**config.mk**
```make
export PLATFORM = sky130hd
export DESIGN_NAME = ppu_bank_xlate
export DESIGN_NICKNAME = d
export VERILOG_FILES = /design/src/rtl/ppu_bank_pkg.sv /design/src/rtl/ppu_pattern_slots.sv /design/src/rtl/ppu_nt_quads.sv /design/src/rtl/ppu_bank_xlate.sv
export SDC_FILE = /design/constraint.sdc
export NUM_CORES = 1
export LEC_CHECK = 0
export ABC_AREA = 1
export CAP_MARGIN = 20
export CORE_ASPECT_RATIO = 1.5
export CORE_MARGIN = 5
export CORE_UTILIZATION = 47
export DETAILED_ROUTE_END_ITERATION = 10
export PLACE_DENSITY = 0.82
export SYNTH_ARGS = -nofsm -noshare
export SYNTH_HDL_FRONTEND = slang
export SYNTH_HIERARCHICAL = 1
export SYNTH_SLANG_ARGS = --single-unit
```
**constraint.sdc**
```tcl
create_clock -name clk -period 2.2 [get_ports clk]
set_clock_uncertainty 0.2 [all_clocks]
set_input_delay 0.44 -clock clk [delete_from_list [all_inputs] [get_ports clk]]
set_output_delay 0.44 -clock clk [all_outputs]
set_load 0.005 [all_outputs]
```
**src/rtl/ppu_bank_pkg.sv**
```systemverilog
package ppu_bank_pkg;

    typedef logic [7:0] page_t;

    // What happens to bit 0 of a page number
    typedef enum logic [1:0] {
        LOW_KEEP = 2'd0,
        LOW_CLR  = 2'd1,
        LOW_SET  = 2'd2
    } low_op_e;

    // Pattern layout field, mode bits [1:0]
    typedef enum logic [1:0] {
        PL_DIRECT  = 2'd0,
        PL_PAIRS   = 2'd1,
        PL_SPLIT_A = 2'd2,
        PL_SPLIT_B = 2'd3
    } pat_layout_e;

    function automatic page_t apply_low(page_t r, low_op_e op);
        case (op)
            LOW_CLR: return {r[7:1], 1'b0};
            LOW_SET: return {r[7:1], 1'b1};
            default: return r;
        endcase
    endfunction

endpackage

```
**src/rtl/ppu_pattern_slots.sv**
```systemverilog
module ppu_pattern_slots
    import ppu_bank_pkg::*;
(
    input  page_t       regs      [8],
    input  logic [1:0]  layout,
    input  logic        pair_on,
    output page_t       slot_page [8]
);

    for (genvar s = 0; s < 8; s++) begin : g_slot
        localparam int      PAIR_SRC  = s / 2;
        localparam int      SPLIT_SRC = (s < 4) ? s : ((s < 6) ? 4 : 5);
        localparam bit      SPLIT_PR  = (s >= 4);
        localparam low_op_e SIDE_OP   = (s % 2 == 1) ? LOW_SET : LOW_CLR;
        localparam low_op_e SPLIT_OP  = SPLIT_PR ? SIDE_OP : LOW_KEEP;

        always_comb begin
            case (pat_layout_e'(layout))
                PL_DIRECT: slot_page[s] = regs[s];
                PL_PAIRS:  slot_page[s] = apply_low(regs[PAIR_SRC],
                                                    pair_on ? SIDE_OP : LOW_KEEP);
                default:   slot_page[s] = apply_low(regs[SPLIT_SRC],
                                                    pair_on ? SPLIT_OP : LOW_KEEP);
            endcase
        end
    end

endmodule

```
**src/rtl/ppu_nt_quads.sv**
```systemverilog
module ppu_nt_quads
    import ppu_bank_pkg::*;
(
    input  page_t       nt_regs   [4],   // registers 4..7
    input  logic [4:0]  code,            // {mode[5], mode[3:0]}
    output page_t       quad_page [4]
);

    logic [1:0] src [4];
    low_op_e    op  [4];

    always_comb begin
        src = '{2'd2, 2'd2, 2'd3, 2'd3};
        op  = '{LOW_KEEP, LOW_KEEP, LOW_KEEP, LOW_KEEP};
        case (code)
            5'b1_0000, 5'b1_0111: begin
                src = '{2'd2, 2'd2, 2'd3, 2'd3};
                op  = '{LOW_CLR, LOW_SET, LOW_CLR, LOW_SET};
            end
            5'b1_0011, 5'b1_0100: begin
                src = '{2'd2, 2'd3, 2'd2, 2'd3};
                op  = '{LOW_CLR, LOW_CLR, LOW_SET, LOW_SET};
            end
            5'b1_1000, 5'b1_1111: begin
                src = '{2'd2, 2'd2, 2'd3, 2'd3};
                op  = '{LOW_CLR, LOW_CLR, LOW_CLR, LOW_CLR};
            end
            5'b1_1011, 5'b1_1100: begin
                src = '{2'd2, 2'd3, 2'd2, 2'd3};
                op  = '{LOW_SET, LOW_SET, LOW_SET, LOW_SET};
            end
            default: begin
                case (code[2:0])
                    3'd1, 3'd5:       src = '{2'd0, 2'd1, 2'd2, 2'd3};
                    3'd2, 3'd3, 3'd4: src = '{2'd2, 2'd3, 2'd2, 2'd3};
                    default:          src = '{2'd2, 2'd2, 2'd3, 2'd3};
                endcase
            end
        endcase
    end

    for (genvar q = 0; q < 4; q++) begin : g_quad
        always_comb quad_page[q] = apply_low(nt_regs[src[q]], op[q]);
    end

endmodule

```
**src/rtl/ppu_bank_xlate.sv**
```systemverilog
module ppu_bank_xlate
    import ppu_bank_pkg::*;
#(
    parameter int CHR_PAGE_W = 8      // log2 of ROM page count, at most 8
) (
    input  logic                   clk,
    input  logic                   rst_n,
    input  logic [63:0]            bank_regs,
    input  logic [7:0]             mode_reg,
    input  logic [13:0]            ppu_addr,
    output logic                   rom_fetch,
    output logic                   ram_fetch,
    output logic                   ram_page,
    output logic [CHR_PAGE_W+9:0]  rom_addr
);

    localparam int ROM_AW = CHR_PAGE_W + 10;

    page_t regs      [8];
    page_t nt_regs   [4];
    page_t slot_page [8];
    page_t quad_page [4];

    for (genvar g = 0; g < 8; g++) begin : g_unpack
        assign regs[g] = bank_regs[8*g +: 8];
    end
    for (genvar g = 0; g < 4; g++) begin : g_nt
        assign nt_regs[g] = regs[g+4];
    end

    logic unused_mode_hi;
    assign unused_mode_hi = ^mode_reg[7:6];

    ppu_pattern_slots i_slots (
        .regs      (regs),
        .layout    (mode_reg[1:0]),
        .pair_on   (mode_reg[5]),
        .slot_page (slot_page)
    );

    ppu_nt_quads i_quads (
        .nt_regs   (nt_regs),
        .code      ({mode_reg[5], mode_reg[3:0]}),
        .quad_page (quad_page)
    );

    // Decode stage
    logic              is_pattern;
    logic              nt_in_rom;
    page_t             sel_page;
    logic              rom_fetch_n;
    logic              ram_fetch_n;
    logic              ram_page_n;
    logic [ROM_AW-1:0] rom_addr_n;

    always_comb begin
        is_pattern  = ~ppu_addr[13];
        nt_in_rom   = mode_reg[4];
        sel_page    = is_pattern ? slot_page[ppu_addr[12:10]]
                                 : quad_page[ppu_addr[11:10]];
        rom_fetch_n = is_pattern | nt_in_rom;
        ram_fetch_n = ~rom_fetch_n;
        ram_page_n  = ram_fetch_n & sel_page[0];
        rom_addr_n  = rom_fetch_n ? {sel_page[CHR_PAGE_W-1:0], ppu_addr[9:0]}
                                  : '0;
    end

    // Output register
    always_ff @(posedge clk) begin
        if (!rst_n) begin
            rom_fetch <= 1'b0;
            ram_fetch <= 1'b0;
            ram_page  <= 1'b0;
            rom_addr  <= '0;
        end else begin
            rom_fetch <= rom_fetch_n;
            ram_fetch <= ram_fetch_n;
            ram_page  <= ram_page_n;
            rom_addr  <= rom_addr_n;
        end
    end

    // Checks on the registered stage
    logic primed;
    always_ff @(posedge clk) begin
        if (!rst_n) primed <= 1'b0;
        else        primed <= 1'b1;
    end

    AST_ONE_TARGET: assert property (@(posedge clk) disable iff (!rst_n || !primed)
        $countones({rom_fetch, ram_fetch}) == 1);

    AST_PATTERN_ROM: assert property (@(posedge clk) disable iff (!rst_n || !primed)
        !$past(ppu_addr[13]) |-> rom_fetch);

    AST_OFFSET_PASS: assert property (@(posedge clk) disable iff (!rst_n || !primed)
        rom_fetch |-> rom_addr[9:0] == $past(ppu_addr[9:0]));

    AST_PAIR_SIDE: assert property (@(posedge clk) disable iff (!rst_n || !primed)
        ($past(mode_reg[5]) && $past(mode_reg[1:0]) == 2'd1 && !$past(ppu_addr[13]))
        |-> rom_addr[10] == $past(ppu_addr[10]));

    AST_RAM_PATH: assert property (@(posedge clk) disable iff (!rst_n || !primed)
        ($past(ppu_addr[13]) && !$past(mode_reg[4])) |-> (ram_fetch && rom_addr == '0));

    AST_PAGE_QUIET: assert property (@(posedge clk) disable iff (!rst_n || !primed)
        rom_fetch |-> !ram_page);

endmodule

```
Word-level counts from Yosys, hierarchy flattened
Cells that the tools add are included.
{"block": "op_classes", "reduce_logical": 10, "n_mux": 48, "n_lt_le_gt_ge": 6, "bitwise_logic": 10, "n_eq_ne": 26}
{"op": "8-bit two-way mux", "count": 16}
{"op": "8-bit case mux with 2 select lines", "count": 6}
{"op": "8-bit binary-select mux with 2-bit select", "count": 5}
{"op": "5-bit == test (second input constant)", "count": 8}
{"op": "1-bit case mux with 2 select lines", "count": 16}
{"op": "8-bit case mux with 4 select lines", "count": 1}
{"op": "8-bit binary-select mux with 3-bit select", "count": 1}
{"op": "3-bit >= comparator (second input constant)", "count": 5}
{"op": "2-bit NOT with 3-bit output", "count": 5}
{"op": "2-bit by 1-bit == test with 1-bit output (second input constant)", "count": 7}
{"op": "2-bit == test (second input constant)", "count": 6}
{"op": "2-bit OR reduction", "count": 5}
{"op": "4-bit OR reduction", "count": 2}
{"op": "3-bit by 2-bit == test with 1-bit output (second input constant)", "count": 2}
{"op": "3-bit == test (second input constant)", "count": 2}
{"op": "4-bit >= comparator (second input constant)", "count": 1}
{"op": "3-bit NOT with 4-bit output", "count": 1}
{"op": "3-bit by 1-bit == test with 1-bit output (second input constant)", "count": 1}
{"op": "3-bit OR reduction", "count": 1}
{"op": "2-bit zero test", "count": 1}
{"op": "1-bit two-way mux", "count": 2}
{"op": "2-bit two-way mux", "count": 1}
{"op": "1-bit NOT", "count": 2}
{"op": "2-bit AND reduction", "count": 1}
{"op": "2 further kinds", "count": 2}
{"block": "totals", "reg_bits": 21, "elab_cells": 104}

Depth between registers and ports, before layout
{"block": "depth", "depth_word": 14, "mapped_depth": 16, "mapped_depth_nobuf": 16}

By module
Netlist, hierarchy kept.
{"mod": "ppu_bank_xlate", "n_inst": 1, "area_each_um2": 1505.2, "cells_each": 276, "seq_area_each_um2": 420.4}
{"mod": "ppu_pattern_slots", "n_inst": 1, "area_each_um2": 870.8, "cells_each": 188, "seq_area_each_um2": 0.0}
{"mod": "ppu_nt_quads", "n_inst": 1, "area_each_um2": 701.9, "cells_each": 136, "seq_area_each_um2": 0.0}

Worst setup path after synthesis
Ideal clock, no wire load.
{"block": "synth_path", "path_kind": "input port to flip-flop", "from": "input mode_reg[1]", "to": "register rom_addr[10]", "t_arrival_ps": 1737, "path_buffers": 0, "required_time_ps": 1891, "stages": 15, "setup_ps": 109, "setup_slack_ps": 154, "cell_sequence": "nor2_1 nand3_1 nand2_1 nand2_1 nand2_1 nor2_1 ha_1 o211ai_1 o21ai_0 nand2_1 nand3_1 nand2_1 a21oi_1 nand2_1 inv_1"}
{"element": "start, declared", "line": "ppu_bank_xlate.sv:9", "text": "input logic [7:0] mode_reg,"}
{"element": "end signal, assigned", "line": "ppu_bank_xlate.sv:79", "text": "rom_addr <= rom_addr_n;"}
{"element": "end, declared", "line": "ppu_bank_xlate.sv:14", "text": "output logic [CHR_PAGE_W+9:0] rom_addr"}

==> flow_summary.yaml <==
global_route:
  grt_remaining_overflow: 0
  grt_pass1_vias: 3968
  antenna_found_initial: 0
  gr-usage-all-layers: 0.251
  grt_pass1_wl_mm: 17.3
  grt_max_degree: 27
logic_synthesis:
  yosys_warnings: 6
  syn_avg_cell_area_um2: 5.13
  syn_nets: 692
  yosys.cell_types.count: 25
  ys_ff_latch: 21
  synthCells: 600
  synth_area_mm2: 0.00308
  ys_seq_area_frac: 0.137
cells_and_area:
  stdcell_area_mm2: 0.00432
  fin_nets: 789
  n_fill_cell: 606
  syn2layout_area_growth_pct: 40.3
  antenna_cells: 0
  post-route-util: 0.671
  drive_above_1_share: 0.0948
pwr:
  fin_total_pwr_mw: 1.47
  cellPowerDensity_mw_per_mm2: 341
  p_leak_nw: 2.21
  ir_drop_uv: 189
route:
  vias: 4135
  drc_errors: 0
  drtIter0Drc: 371
  totalWireLength_mm: 10.8
  ant_nets: 0
  dr.pass1.iters: 5
  post_drt_wl_per_cell_um: 13.9
  via_per_inst: 5.36
floorplan:
  die-height_um: 109
  core_mm2: 0.00644
  die_w_um: 76.1
  start_util: 0.478
  dieArea_mm2: 0.00830
  io_pins: 109
  fp-row-count: 36
sta:
  slew_headroom: 0.786
  finalMaxSlewViolations: 0
  max_freq_mhz: 504
  finalSetupViolCount: 0
  holdWs_ns: 0.501
  period_share: 0.902
  rsz0062_at_grt: "false"
  worst_pin_slew_ns: 0.320
  hold_viol_final: 0
  min_period_ns: 1.99
placed_design:
  place_hpwl_mm: 8.49
  place.gp.congestion: 0.897
  port_buffers: 106
  place_area_mm2: 0.00427
critical_path:
  worst_setup_path_start_kind: "input port"
  crit_end: "rom_addr[10]"
  slowest_delay_ns: 0.29
  setup.worst_path.class: "input port to flop"
  crit_arrival_ns: 1.95
  crit_fanout: 4
  cpMostUsedCell: "nand2_1"
  crit_slowest_cell: "ha_1"
  path_cells: "clkbuf_2 -> nor2_2 -> nand3_1 -> nand2_1 -> nand2_1 -> inv_1 -> nor2_1 -> ha_1 -> o211ai_1 -> o21ai_1 -> nand2_1 -> nand3_1 -> nand2_2 -> a21oi_2 -> nand2_1 -> inv_1"
  path_depth: 16
  cp_top_family: "simple AND/OR/NAND/NOR gates"
  critPathLaunch: "mode_reg[0]"
  crit_required_ns: 2.16
  path_buf_inv: 3
  endpoint_kind: "flop"
clock_network:
  htreeDepth: 1
  cts_buffers: 3
  cts_hold_repair.buffers: 0
  cts_sinks: 21
  clk_pin_slew_ns: 0.08
  clockBufferDepth: 2
  cts_tree: "built"
  cts_root_buf: "clkbuf_8"
  cts_setup_buffers: 0
run:
  cap_violations: 0
run_status:
  outcome: "finished clean"
hold_path:
  hold_path_class: "input port to flop"
per-layer routing:
metal	GRT usage	part of all wire	up-vias
met5	0	0	-
met4	0.164	0.057	0
met3	0.0207	0.064	48
met2	0.493	0.53	198
met1	0.248	0.35	1815
li1	-	-	2074
flip-flops by register name (all words and copies together) (netlist names):
signal	flops
rom_addr	18
ram_fetch	1
ram_page	1
rom_fetch	1
how the worst min path moves through the flow:
stage | start | end | depth (start not counted)
4_1_cts | ppu_addr[4] | rom_addr[4] | 3
3_5_place_dp | ppu_addr[4] | rom_addr[4] | 3
2_1_floorplan | ppu_addr[0] | rom_addr[0] | 2
3_3_place_gp | ppu_addr[8] | rom_addr[8] | 3
5_1_grt | ppu_addr[8] | rom_addr[8] | 3
6_report | ppu_addr[4] | rom_addr[4] | 3
final cells by class:
cell class	count	area, um^2	area share
sequential	21	420	0.0973
timing repair buffer	139	1420	0.328
tap	76	95.1	0.0220
multi-input combinational	475	2120	0.491
clock buffer	4	45.0	0.0104
inverter	57	221	0.0513
layout by cell type (no fill, tap or decap):
cell | netlist | layout
nand3_2 | 1 | 2
inv_2 | 4 | 6
o21ai_2 | 5 | 5
or2_1 | 1 | 1
o211ai_1 | 14 | 14
buf_4 | 25 | 23
o21ai_0 | 11 | 10
a21oi_1 | 16 | 15
inv_4 | 1 | 1
nor2_1 | 72 | 71
nor2_2 | 0 | 1
inv_1 | 51 | 49
o21ai_1 | 28 | 29
dfxtp_1 | 21 | 21
nand3_1 | 77 | 76
inv_6 | 1 | 1
clkbuf_8 | 0 | 3
nor2_4 | 1 | 1
buf_12 | 0 | 10
a21oi_2 | 0 | 1
clkbuf_1 | 4 | 1
nand2_4 | 1 | 1
nand2_1 | 240 | 236
dlymetal6s2s_1 | 0 | 1
o31ai_2 | 1 | 1
clkbuf_2 | 0 | 4
nor3_1 | 1 | 1
ha_1 | 4 | 4
clkdlybuf4s50_1 | 0 | 101
nand2_2 | 2 | 6
worst min-delay path: stages:
cell and delay (ns):
clkdlybuf4s50_1 0.40, inv_1 0.05, nor2_1 0.03
through the flow:
stage               setup TNS (ns)  worst slack (ns)  cells
finish                           0             0.215    772
global route                     0            0.0297    772
CTS                              0           0.00907    772
detailed placement           -3.07            -0.506    768
global placement             -2.64            -0.449    768
floorplan                        0             0.154    600
cell usage after synthesis, drive strengths merged:
library cell	number	area [um^2]
inv	57	221
ha	4	50.1
nor3	1	5.00
nand2	243	925
nand3	78	395
nor2	73	282
o211ai	14	105
or2	1	6.26
buf	43	322
clkbuf	4	15.0
o21ai	44	239
dfxtp	21	420
a21oi	16	80.1
o31ai	1	12.5
logic make-up (layout without fill, tap and decap cells):
group | after synthesis | after routing | share of synthesized area
simple gates | 396 | 396 | 0.524
flops | 21 | 21 | 0.137
fa+ha+maj | 4 | 4 | 0.0163
compound gates | 75 | 75 | 0.142
buf+inv | 104 | 200 | 0.181
report_power, final:
part	internal (mW)	leakage [nW]	total [mW]	switching, mW
Clock	0.129	0.0228	0.254	0.125
Sequential	0.405	0.174	0.412	0.00687
Combinational	0.398	2.02	0.808	0.410
repair_timing:
action / 4_1_cts / 5_1_grt
resized for setup: 5 / 18
pin swaps: 0 / 8
endpoints found under the setup margin: 9 / 2
(Power assumes the default switching activity.)
